## src/rtl/pw_pkg.sv

```systemverilog
package pw_pkg;
    localparam int PW_AW    = 32;
    localparam int PW_IDX_W = 10;
    localparam int PW_OFS_W = 12;
    localparam int PW_BIG_W = PW_OFS_W + PW_IDX_W;

    localparam int E_PRES  = 0;
    localparam int E_WR    = 1;
    localparam int E_USR   = 2;
    localparam int E_ACC   = 5;
    localparam int E_DIRTY = 6;
    localparam int E_BIG   = 7;

    typedef enum logic [2:0] {
        ST_IDLE,
        ST_DIR_RD,
        ST_DIR_CHK,
        ST_DIR_WB,
        ST_TBL_RD,
        ST_TBL_CHK,
        ST_TBL_WB
    } walk_st_e;

    typedef struct packed {
        logic [PW_AW-1:0] va;
        logic [PW_AW-1:0] root;
        logic [PW_AW-1:0] a20;
        logic             wr;
        logic             usr;
        logic             wp;
        logic             pse;
    } walk_req_t;

    typedef struct packed {
        logic x;
        logic w;
        logic r;
    } prot_t;

    function automatic logic [2:0] mk_err(input logic viol, input logic wr, input logic usr);
        return {usr, wr, viol};
    endfunction

    function automatic logic [PW_AW-1:0] bit_of(input int pos);
        return PW_AW'(1) << pos;
    endfunction
endpackage

```

## src/rtl/pw_addr_gen.sv

```systemverilog
module pw_addr_gen #(
    parameter int AW    = 32,
    parameter int IDX_W = 10,
    parameter int OFS_W = 12
) (
    input  logic [AW-1:0]    base,
    input  logic [IDX_W-1:0] idx,
    input  logic [AW-1:0]    a20,
    output logic [AW-1:0]    addr
);
    localparam logic [AW-1:0] LOW_MASK = AW'((64'd1 << OFS_W) - 64'd1);

    always_comb begin
        addr = ((base & ~LOW_MASK) + AW'({idx, 2'b00})) & a20;
    end
endmodule

```

## src/rtl/pw_access_check.sv

```systemverilog
module pw_access_check (
    input  logic ent_usr,
    input  logic ent_wr,
    input  logic ent_dirty,
    input  logic is_user,
    input  logic is_write,
    input  logic wp,
    output logic deny,
    output logic wr_grant
);
    logic may_write;

    always_comb begin
        may_write = is_user ? ent_wr : (ent_wr | ~wp);
        deny      = (is_user & ~ent_usr) | (is_write & ~may_write);
        // dirty after the walk: already dirty or set by this write
        wr_grant  = (ent_dirty | is_write) & may_write;
    end
endmodule

```

## src/rtl/pt_walker.sv

```systemverilog
module pt_walker
    import pw_pkg::*;
(
    input  logic        clk,
    input  logic        rst,
    input  logic        start,
    input  logic [31:0] vaddr,
    input  logic        is_write,
    input  logic        is_user,
    input  logic        paging_on,
    input  logic [31:0] root_base,
    input  logic        wp_on,
    input  logic        pse_on,
    input  logic [31:0] a20_mask,
    output logic        mem_valid,
    input  logic        mem_ready,
    output logic        mem_we,
    output logic [31:0] mem_addr,
    output logic [31:0] mem_wdata,
    input  logic [31:0] mem_rdata,
    output logic        done,
    output logic        fault,
    output logic [2:0]  err_code,
    output logic [31:0] fault_addr,
    output logic [31:0] phys_addr,
    output logic [2:0]  prot
);
    walk_st_e         st;
    walk_req_t        req_q;
    logic [PW_AW-1:0] dir_q, tbl_q, wb_q;
    logic             big_q;
    logic             done_q, fault_q;
    logic [2:0]       err_q;
    logic [PW_AW-1:0] cr2_q, pa_q;
    prot_t            prot_q;

    logic [PW_AW-1:0] dir_addr, tbl_addr;
    logic             big_deny, big_grant, sml_deny, sml_grant;
    logic             big_page, big_need_wb, tbl_need_wb;
    logic [PW_AW-1:0] big_pa, sml_pa;

    pw_addr_gen #(.AW(PW_AW), .IDX_W(PW_IDX_W), .OFS_W(PW_OFS_W)) u_dir_addr (
        .base(req_q.root), .idx(req_q.va[PW_AW-1 -: PW_IDX_W]), .a20(req_q.a20), .addr(dir_addr)
    );

    pw_addr_gen #(.AW(PW_AW), .IDX_W(PW_IDX_W), .OFS_W(PW_OFS_W)) u_tbl_addr (
        .base(dir_q), .idx(req_q.va[PW_BIG_W-1 -: PW_IDX_W]), .a20(req_q.a20), .addr(tbl_addr)
    );

    pw_access_check u_big_chk (
        .ent_usr(dir_q[E_USR]), .ent_wr(dir_q[E_WR]), .ent_dirty(dir_q[E_DIRTY]),
        .is_user(req_q.usr), .is_write(req_q.wr), .wp(req_q.wp),
        .deny(big_deny), .wr_grant(big_grant)
    );

    pw_access_check u_sml_chk (
        .ent_usr(dir_q[E_USR] & tbl_q[E_USR]), .ent_wr(dir_q[E_WR] & tbl_q[E_WR]),
        .ent_dirty(tbl_q[E_DIRTY]),
        .is_user(req_q.usr), .is_write(req_q.wr), .wp(req_q.wp),
        .deny(sml_deny), .wr_grant(sml_grant)
    );

    always_comb begin
        big_page    = dir_q[E_BIG] & req_q.pse;
        big_need_wb = ~dir_q[E_ACC] | (req_q.wr & ~dir_q[E_DIRTY]);
        tbl_need_wb = ~tbl_q[E_ACC] | (req_q.wr & ~tbl_q[E_DIRTY]);
        big_pa      = {dir_q[PW_AW-1:PW_BIG_W], req_q.va[PW_BIG_W-1:0]} & req_q.a20;
        sml_pa      = {tbl_q[PW_AW-1:PW_OFS_W], req_q.va[PW_OFS_W-1:0]} & req_q.a20;
    end

    always_comb begin
        mem_valid = 1'b0;
        mem_we    = 1'b0;
        mem_addr  = dir_addr;
        mem_wdata = wb_q;
        unique case (st)
            ST_DIR_RD:  mem_valid = 1'b1;
            ST_DIR_WB:  begin mem_valid = 1'b1; mem_we = 1'b1; end
            ST_TBL_RD:  begin mem_valid = 1'b1; mem_addr = tbl_addr; end
            ST_TBL_WB:  begin mem_valid = 1'b1; mem_we = 1'b1; mem_addr = tbl_addr; end
            default:    ;
        endcase
    end

    always_ff @(posedge clk) begin
        if (rst) begin
            st      <= ST_IDLE;
            req_q   <= '0;
            dir_q   <= '0;
            tbl_q   <= '0;
            wb_q    <= '0;
            big_q   <= 1'b0;
            done_q  <= 1'b0;
            fault_q <= 1'b0;
            err_q   <= '0;
            cr2_q   <= '0;
            pa_q    <= '0;
            prot_q  <= '0;
        end else begin
            done_q <= 1'b0;
            unique case (st)
                ST_IDLE: begin
                    if (start && !done_q) begin
                        req_q <= '{va: vaddr, root: root_base, a20: a20_mask,
                                   wr: is_write, usr: is_user, wp: wp_on, pse: pse_on};
                        if (!paging_on) begin
                            done_q  <= 1'b1;
                            fault_q <= 1'b0;
                            err_q   <= '0;
                            pa_q    <= vaddr & a20_mask;
                            prot_q  <= '{x: 1'b1, w: 1'b1, r: 1'b1};
                        end else begin
                            st <= ST_DIR_RD;
                        end
                    end
                end
                ST_DIR_RD: begin
                    if (mem_ready) begin
                        dir_q <= mem_rdata;
                        st    <= ST_DIR_CHK;
                    end
                end
                ST_DIR_CHK: begin
                    if (!dir_q[E_PRES]) begin
                        done_q  <= 1'b1;
                        fault_q <= 1'b1;
                        err_q   <= mk_err(1'b0, req_q.wr, req_q.usr);
                        cr2_q   <= req_q.va;
                        st      <= ST_IDLE;
                    end else if (big_page) begin
                        if (big_deny) begin
                            done_q  <= 1'b1;
                            fault_q <= 1'b1;
                            err_q   <= mk_err(1'b1, req_q.wr, req_q.usr);
                            cr2_q   <= req_q.va;
                            st      <= ST_IDLE;
                        end else if (big_need_wb) begin
                            wb_q  <= dir_q | bit_of(E_ACC) | (req_q.wr ? bit_of(E_DIRTY) : '0);
                            big_q <= 1'b1;
                            st    <= ST_DIR_WB;
                        end else begin
                            done_q  <= 1'b1;
                            fault_q <= 1'b0;
                            err_q   <= '0;
                            pa_q    <= big_pa;
                            prot_q  <= '{x: 1'b1, w: big_grant, r: 1'b1};
                            st      <= ST_IDLE;
                        end
                    end else if (!dir_q[E_ACC]) begin
                        wb_q  <= dir_q | bit_of(E_ACC);
                        big_q <= 1'b0;
                        st    <= ST_DIR_WB;
                    end else begin
                        st <= ST_TBL_RD;
                    end
                end
                ST_DIR_WB: begin
                    if (mem_ready) begin
                        if (big_q) begin
                            done_q  <= 1'b1;
                            fault_q <= 1'b0;
                            err_q   <= '0;
                            pa_q    <= big_pa;
                            prot_q  <= '{x: 1'b1, w: big_grant, r: 1'b1};
                            st      <= ST_IDLE;
                        end else begin
                            st <= ST_TBL_RD;
                        end
                    end
                end
                ST_TBL_RD: begin
                    if (mem_ready) begin
                        tbl_q <= mem_rdata;
                        st    <= ST_TBL_CHK;
                    end
                end
                ST_TBL_CHK: begin
                    if (!tbl_q[E_PRES] || sml_deny) begin
                        done_q  <= 1'b1;
                        fault_q <= 1'b1;
                        err_q   <= mk_err(tbl_q[E_PRES], req_q.wr, req_q.usr);
                        cr2_q   <= req_q.va;
                        st      <= ST_IDLE;
                    end else if (tbl_need_wb) begin
                        wb_q <= tbl_q | bit_of(E_ACC) | (req_q.wr ? bit_of(E_DIRTY) : '0);
                        st   <= ST_TBL_WB;
                    end else begin
                        done_q  <= 1'b1;
                        fault_q <= 1'b0;
                        err_q   <= '0;
                        pa_q    <= sml_pa;
                        prot_q  <= '{x: 1'b1, w: sml_grant, r: 1'b1};
                        st      <= ST_IDLE;
                    end
                end
                ST_TBL_WB: begin
                    if (mem_ready) begin
                        done_q  <= 1'b1;
                        fault_q <= 1'b0;
                        err_q   <= '0;
                        pa_q    <= sml_pa;
                        prot_q  <= '{x: 1'b1, w: sml_grant, r: 1'b1};
                        st      <= ST_IDLE;
                    end
                end
                default: st <= ST_IDLE;
            endcase
        end
    end

    assign done       = done_q;
    assign fault      = fault_q;
    assign err_code   = err_q;
    assign fault_addr = cr2_q;
    assign phys_addr  = pa_q;
    assign prot       = prot_q;

    // request held steady until accepted
    a_r11_req_hold: assert property (@(posedge clk) disable iff (rst)
        mem_valid && !mem_ready |=> mem_valid && $stable(mem_addr) && $stable(mem_we) && $stable(mem_wdata));

    // completion is a single-cycle pulse
    a_r11_done_pulse: assert property (@(posedge clk) disable iff (rst)
        done |=> !done);

    // every write-back carries the accessed bit
    a_r8_wb_accessed: assert property (@(posedge clk) disable iff (rst)
        mem_valid && mem_we |-> mem_wdata[E_ACC]);

    // fault reports the captured request
    a_r6_fault_fields: assert property (@(posedge clk) disable iff (rst)
        done && fault |-> fault_addr == req_q.va && err_code[1] == req_q.wr && err_code[2] == req_q.usr);

    // a successful walk always grants read and exec
    a_r10_read_exec: assert property (@(posedge clk) disable iff (rst)
        done && !fault |-> prot[0] && prot[2]);

    // a table-pointing directory entry is never written with dirty set
    a_r9_no_dir_dirty: assert property (@(posedge clk) disable iff (rst)
        st == ST_DIR_WB && !big_q |-> !mem_wdata[E_DIRTY] || dir_q[E_DIRTY]);
endmodule

```

## config.mk

```make
export PLATFORM = sky130hd
export DESIGN_NAME = pt_walker
export DESIGN_NICKNAME = d
export VERILOG_FILES = /design/src/rtl/pw_pkg.sv /design/src/rtl/pw_addr_gen.sv /design/src/rtl/pw_access_check.sv /design/src/rtl/pt_walker.sv
export SDC_FILE = /design/constraint.sdc
export NUM_CORES = 1
export LEC_CHECK = 0
export BUFFER_PORTS_ARGS = -buffer_cell sky130_fd_sc_hd__buf_2
export CAP_MARGIN = 20
export CORE_ASPECT_RATIO = 1.5
export CORE_MARGIN = 4
export CORE_UTILIZATION = 49
export DETAILED_ROUTE_END_ITERATION = 6
export GPL_ROUTABILITY_DRIVEN = 0
export GPL_TIMING_DRIVEN = 1
export PLACE_DENSITY_LB_ADDON = 0.25
export SETUP_SLACK_MARGIN = 0.05
export SLEW_MARGIN = 15
export SYNTH_ARGS = -nofsm -noshare
export SYNTH_HDL_FRONTEND = slang
export SYNTH_HIERARCHICAL = 1
export SYNTH_SLANG_ARGS = --single-unit
```

## constraint.sdc

```tcl
create_clock -name clk -period 2.2 [get_ports clk]
set_input_delay 0.22 -clock clk [delete_from_list [all_inputs] [get_ports clk]]
set_output_delay 0.22 -clock clk [all_outputs]
set_load 0.05 [all_outputs]
```

==> flow_metrics.py, run 1 <==
metrics = {
    "routing": {
        "postRouteAntennaNets": 0,
        "vias": 11900,
        "drc_errors": 0,
        "wl_met2_um": 19800,
        "first_pass_iters": 6,
        "vias_per_cell": 5.882,
        "top_layer": "met4",
        "wl_per_cell_um": 20.41,
        "met3_length_um": 3395,
        "drt_wl_total_um": 41290,
        "drtIter0Drc": 1125,
        "drt-met1-wl_um": 15710,
    },
    "setup_path": {
        "critPathLaunchType": "register",
        "r2r_cells": 8,
        "end_kind": "primary output",
        "reg2reg_to": "phys_addr[7]$_SDFFE_PP0P_",
        "worstSetupPathType": "register to primary output",
        "crit_required_ns": 1.98,
        "path_max_fanout": 8,
        "critPathArrivalTime_ns": 1.92,
        "regToRegStartpoint": "st[0]$_SDFFE_PP0P_",
        "regToRegSetupSlack_ns": 0.07,
    },
    "timing": {
        "slew-limit-headroom_pct": 45.12,
        "rsz0062_at_grt": "yes",
        "tightest_slew_ns": 0.8223,
        "setup_tns_ns": 0,
        "timing.fmax_ghz": 0.4664,
        "fin_crit_sh_pct": 97.46,
        "hold_viol": 0,
        "maxSlewViolCount": 0,
        "finalClockSkew_ns": 0.01329,
        "hold_ws_ns": 0.07068,
        "setup-violations-final": 0,
        "fin_crit_ns": 2.144,
    },
    "min_path": {
        "hold_path_depth": 3,
        "min_from": "mem_ready",
        "holdPathEnd": "st[1]$_SDFFE_PP0P_",
        "hold_class": "input port to register",
    },
    "clocking": {
        "clock-root-buffer": "clkbuf_16",
        "htree_levels": 1,
        "numClockSinks": 259,
        "clockBufferDepth": 3,
        "tritoncts.num_buffers": 25,
        "cts_tree": "built",
        "clk_pin_slew_ns": 0.07,
        "clock_latency_ns": 0.53,
    },
    "global_routing": {
        "track_usage_pct": 29.50,
        "antenna_found_initial": 1,
        "grt_pass1_wl_um": 59360,
        "first_global_vias": 11130,
        "grt_max_degree": 134,
        "overflow": 0,
    },
    "synthesis": {
        "netlist_instances": 1385,
        "syn_area_um2": 11130,
        "syn_area_per_cell_um2": 8.039,
        "synth-warning-count": 6,
    },
    "placement": {
        "io_buffers": 260,
        "dp_hpwl_um": 24590,
        "placed_cells_incl_taps": 1838,
        "placed_cell_area_um2": 12750,
    },
    "job": {
        "maxCapViolations": 0,
    },
    "floorplanning": {
        "die_y_um": 192.6,
        "core-area_um2": 22380,
        "fp.dieArea_um2": 25250,
        "row_count": 67,
        "ioPinCount": 275,
        "start_util_pct": 49.75,
        "die_w_um": 131.1,
    },
    "power": {
        "seqPwrFrac_pct": 43.3,
        "p_total_w": 0.01221,
        "comb_power_share_pct": 20.6,
        "p_int_w": 0.008493,
        "powerDensity_nw_per_um2": 781.6,
        "clkPwrFrac_pct": 36.1,
        "netSwitchingFraction_pct": 30.42,
        "leakagePower_nw": 6.262,
        "ir_drop_v": 0.0006293,
        "power.switching_w": 0.003714,
    },
    "cells_and_area": {
        "instances_no_fill": 2023,
        "fill_cells": 1735,
        "nNetsFinal": 1868,
        "postLayoutCellArea_um2": 15620,
        "area_growth_pct": 40.26,
        "seq_area_um2": 5204,
        "multi_input_area_um2": 5535,
        "drive_gt1_share_pct": 25.89,
    },
    "outcome": {
        "run_status": "complete, no violations",
    },
}
## registers in the layout (all words and copies together), names as in the netlist
signal      count
req_q          88
dir_q          32
fault_addr     32
mem_wdata      32
phys_addr      32
tbl_q          32
err_code        3
st              3
prot            2
big_q           1
done            1
fault           1
## worst max path at each step
stage,from,endpoint,slack [ns],cells after the start
after floorplan,st[0]$_SDFFE_PP0P_,mem_addr[10],0.16,6
after global placement,st[2]$_SDFFE_PP0P_,prot[1]$_SDFFE_PP0P_,0.04,6
after detailed placement,st[2]$_SDFFE_PP0P_,phys_addr[1]$_SDFFE_PP0P_,-0.03,6
after CTS,st[0]$_SDFFE_PP0P_,mem_addr[19],0.005,5
after global routing,st[0]$_SDFFE_PP0P_,mem_addr[11],0.02,6
final,st[0]$_SDFFE_PP0P_,mem_addr[11],0.06,6
## power by group through the flow
stage	sequential, W	combinational, W	clock [W]
global placement	0.00536	0.00195	0
detailed placement	0.00537	0.00199	0
CTS	0.00526	0.00225	0.00443
global route	0.00531	0.00266	0.00460
floorplan	0.00564	0.00102	0
finish	0.00529	0.00252	0.00440
## area by class of cell
type,count,share of cell area [%]
Clock buffer,34,4.414
Inverter,41,1.001
Antenna cell,1,0.01602
Multi-Input combinational cell,968,35.44
Timing Repair Buffer,435,22.74
Clock inverter,9,0.8492
Sequential cell,259,33.32
Tap cell,276,2.211
## through the flow
stage               utilization, %  worst slack, ns
finish                       69.77          0.05578
global route                 69.77          0.02490
floorplan                        -           0.1583
CTS                          67.89         0.004521
global placement             56.97          0.04493
detailed placement           56.97         -0.02997
## per-layer routing
metal  up-vias  track usage (%)
met1      5577            37.31
li1       5460                -
met3       180            4.043
met4         0            14.25
met2       683            49.00
met5         -                0
## critical path, stage by stage (launching register included)
cell,delay (ns)
dfxtp_4,0.36
inv_4,0.06
ha_4,0.19
buf_12,0.13
buf_16,0.15
mux2_4,0.33
buf_8,0.16
## layout by cell type, fill, tap and decap left out, types with 3 or more instances in the layout
cell	instances
mux2_2	31
mux2i_1	3
a21oi_1	196
dfxtp_1	252
a221oi_1	29
and3_1	4
clkbuf_16	30
nand3_1	100
nor2b_1	5
inv_1	40
buf_8	18
dfxtp_4	4
nand2b_1	5
nor2_1	21
buf_16	5
nand2_1	316
conb_1	4
o21ai_0	51
bufinv_16	3
dfxtp_2	3
buf_12	13
a31oi_1	20
a21o_1	4
and2_1	65
mux2_4	23
o21ai_1	4
clkbuf_8	4
o22ai_1	29
dlygate4sd3_1	120
a311oi_1	4
a311oi_2	7
buf_4	26
o21ai_2	5
buf_6	18
clkbuf_1	6
buf_2	229
## repair_timing
action                                  CTS  global route
endpoints found under the setup margin   64            62
hold endpoints to repair                177             0
pin swaps                                 2             6
resized for setup                        77            68
gates cloned                              4             7
hold buffers                            120             0
setup buffers                             8             2
Power figures use the tool's default switching activity.
==> inputs of run 2 (changes only) <==
--- a/config.mk
+++ b/config.mk
@@ -12,2 +12,3 @@
 export CORE_UTILIZATION = 49
+export CTS_BUF_LIST = sky130_fd_sc_hd__clkbuf_4 sky130_fd_sc_hd__clkbuf_8 sky130_fd_sc_hd__clkbuf_16
 export DETAILED_ROUTE_END_ITERATION = 6
==> constraint.sdc (replaced) <==
create_clock -name clk -period 2.2 [get_ports clk]
set_input_delay 0.44 -clock clk [delete_from_list [all_inputs] [get_ports clk]]
set_output_delay 0.44 -clock clk [all_outputs]
set_load 0.05 [all_outputs]
==> run 2 against run 1 <==
  * The flow now finishes with violations (setup timing)
  * Combinational power down 10%
  * Die area did not move
  * Fmax is 7.2% lower
  * Utilization shrank 5.1 points
  * Critical endpoint is now mem_addr[29]
  * Highest routed layer is now met5
==> flow_metrics.py, run 2 (synthesis results as in run 1) <==
metrics = {
    "outcome": {
        "run_status": "complete, but fails checks",
        "violations": "setup timing",
    },
    "routing": {
        "drt_wl_total_um": 38340,
        "first_pass_iters": 6,
        "vias": 11020,
        "postRouteAntennaNets": 0,
        "wl_per_cell_um": 20.08,
        "drtIter0Drc": 1012,
        "vias_per_cell": 5.769,
        "drc_errors": 0,
    },
    "min_path": {
        "hold_class": "input port to register",
        "hold_path_depth": 3,
        "min_from": "root_base[23]",
        "holdPathEnd": "req_q[59]$_SDFFE_PP0P_",
    },
    "global_routing": {
        "antenna_found_initial": 10,
        "overflow": 0,
        "grt_max_degree": 92,
        "grt_pass1_wl_um": 55940,
        "first_global_vias": 10300,
        "track_usage_pct": 28.13,
    },
    "cells_and_area": {
        "nNetsFinal": 1752,
        "fill_cells": 1910,
        "postLayoutCellArea_um2": 14470,
        "area_growth_pct": 29.95,
        "mostFrequentLayoutCell": "nand2_1",
        "regMostFlops": "req_q",
        "mostFrequentLayoutCells": "nand2_1, dfxtp_1, buf_2",
        "drive_gt1_share_pct": 28.69,
        "largest_reg_flops": 88,
        "instances_no_fill": 1910,
    },
    "floorplanning": {
        "row_count": 67,
        "start_util_pct": 49.75,
        "die_w_um": 131.1,
        "die_y_um": 192.6,
        "ioPinCount": 275,
        "core-area_um2": 22380,
        "fp.dieArea_um2": 25250,
    },
    "power": {
        "seqPwrFrac_pct": 43.9,
        "ir_drop_v": 0.0005576,
        "leakagePower_nw": 5.804,
        "p_total_w": 0.01200,
        "power.switching_w": 0.003561,
        "p_int_w": 0.008439,
        "clkPwrFrac_pct": 37.3,
        "comb_power_share_pct": 18.8,
        "powerDensity_nw_per_um2": 829.3,
        "netSwitchingFraction_pct": 29.68,
    },
    "clocking": {
        "numClockSinks": 259,
        "htree_levels": 1,
        "clockBufferDepth": 3,
        "clock-root-buffer": "clkbuf_16",
        "clk_pin_slew_ns": 0.06,
        "clock_latency_ns": 0.52,
        "cts_tree": "built",
        "cts_hold_buf": 0,
        "tritoncts.num_buffers": 25,
    },
    "setup_path": {
        "critPathLaunchType": "register",
        "regToRegStartpoint": "st[2]$_SDFFE_PP0P_",
        "crit_required_ns": 1.76,
        "worstSetupPathType": "register to primary output",
        "r2r_cells": 9,
        "end_kind": "primary output",
        "path_max_fanout": 8,
        "reg2reg_to": "phys_addr[2]$_SDFFE_PP0P_",
        "regToRegSetupSlack_ns": 0.09,
        "critPathArrivalTime_ns": 1.87,
    },
    "timing": {
        "hold_ws_ns": 0.1575,
        "hold_viol": 0,
        "setup_tns_ns": -1.596,
        "rsz0062_at_grt": "yes",
        "setup-violations-final": 30,
        "fin_crit_ns": 2.310,
        "maxSlewViolCount": 0,
        "fin_crit_sh_pct": 105.0,
        "finalClockSkew_ns": 0.008831,
        "timing.fmax_ghz": 0.4329,
        "fin_ws_ns": -0.1100,
    },
    "placement": {
        "dp_hpwl_um": 24530,
        "placed_cell_area_um2": 12770,
        "io_buffers": 260,
        "placed_cells_incl_taps": 1841,
    },
    "job": {
        "maxCapViolations": 0,
    },
}
==> run 2: power by group through the flow <==
| stage | clock network, W | logic (W) | registers [W] |
|---|---|---|---|
| floorplan | 0 | 0.00102 | 0.00564 |
| CTS | 0.00451 | 0.00212 | 0.00525 |
| finish | 0.00447 | 0.00226 | 0.00527 |
| global route | 0.00469 | 0.00242 | 0.00529 |
| detailed placement | 0 | 0.00195 | 0.00536 |
| global placement | 0 | 0.00192 | 0.00535 |
==> run 2: worst max path at each step <==
| stage | slack [ns] | startpoint | cells after the start | end |
|---|---|---|---|---|
| floorplan | 0.1 | st[0]$_SDFFE_PP0P_ | 6 | mem_addr[10] |
| global placement | 0.06 | st[2]$_SDFFE_PP0P_ | 7 | phys_addr[10]$_SDFFE_PP0P_ |
| detailed placement | 0.02 | st[1]$_SDFFE_PP0P_ | 6 | phys_addr[9]$_SDFFE_PP0P_ |
| CTS | -0.18 | st[0]$_SDFFE_PP0P_ | 6 | mem_addr[3] |
| global route | -0.15 | st[0]$_SDFFE_PP0P_ | 6 | mem_addr[29] |
| finish | -0.11 | st[0]$_SDFFE_PP0P_ | 6 | mem_addr[29] |
==> run 2: layer usage <==
| metal | GRT usage [%] | routed length [µm] | vias to the layer above |
|---|---|---|---|
| met1 | 35.71 | 14960 | 5198 |
| met4 | 10.97 | 1404 | 14 |
| met3 | 5.262 | 3020 | 94 |
| met2 | 46.87 | 18880 | 499 |
| li1 | - | - | 5213 |
| met5 | 0 | 72 | - |
==> run 2: repair_timing <==
item                                    CTS  global route
buffers inserted                          9             6
hold endpoints to repair                  0             0
gates cloned                              5             4
resized for setup                       103            42
pin swaps                                 2             6
endpoints found under the setup margin   47           101
==> run 2: metrics by stage <==
stage	worst slack [ns]	utilization [%]
6_report	-0.1100	64.64
5_1_grt	-0.1466	64.64
4_1_cts	-0.1765	63.32
3_5_place_dp	0.02385	57.07
3_3_place_gp	0.05640	57.07
2_1_floorplan	0.09698	-
==> run 2: critical path, cell delays in order, from the launching register on <==
cell and delay, ns:
dfxtp_4 0.35, inv_4 0.06, ha_4 0.19, buf_6 0.13, buf_16 0.14, mux2_4 0.32
buf_8 0.15
==> run 2: area by class of cell <==
cell class	count	area (µm²)	share of cell area [%]
multi-input cells	968	5580	38.57
flip-flops and latches	259	5201	35.95
repair buffers	319	2326	16.08
clock buffers	34	724.4	5.007
well taps	276	345.3	2.387
inverters	41	156.4	1.081
clock inverters	10	127.6	0.8820
diodes	3	7.507	0.05189
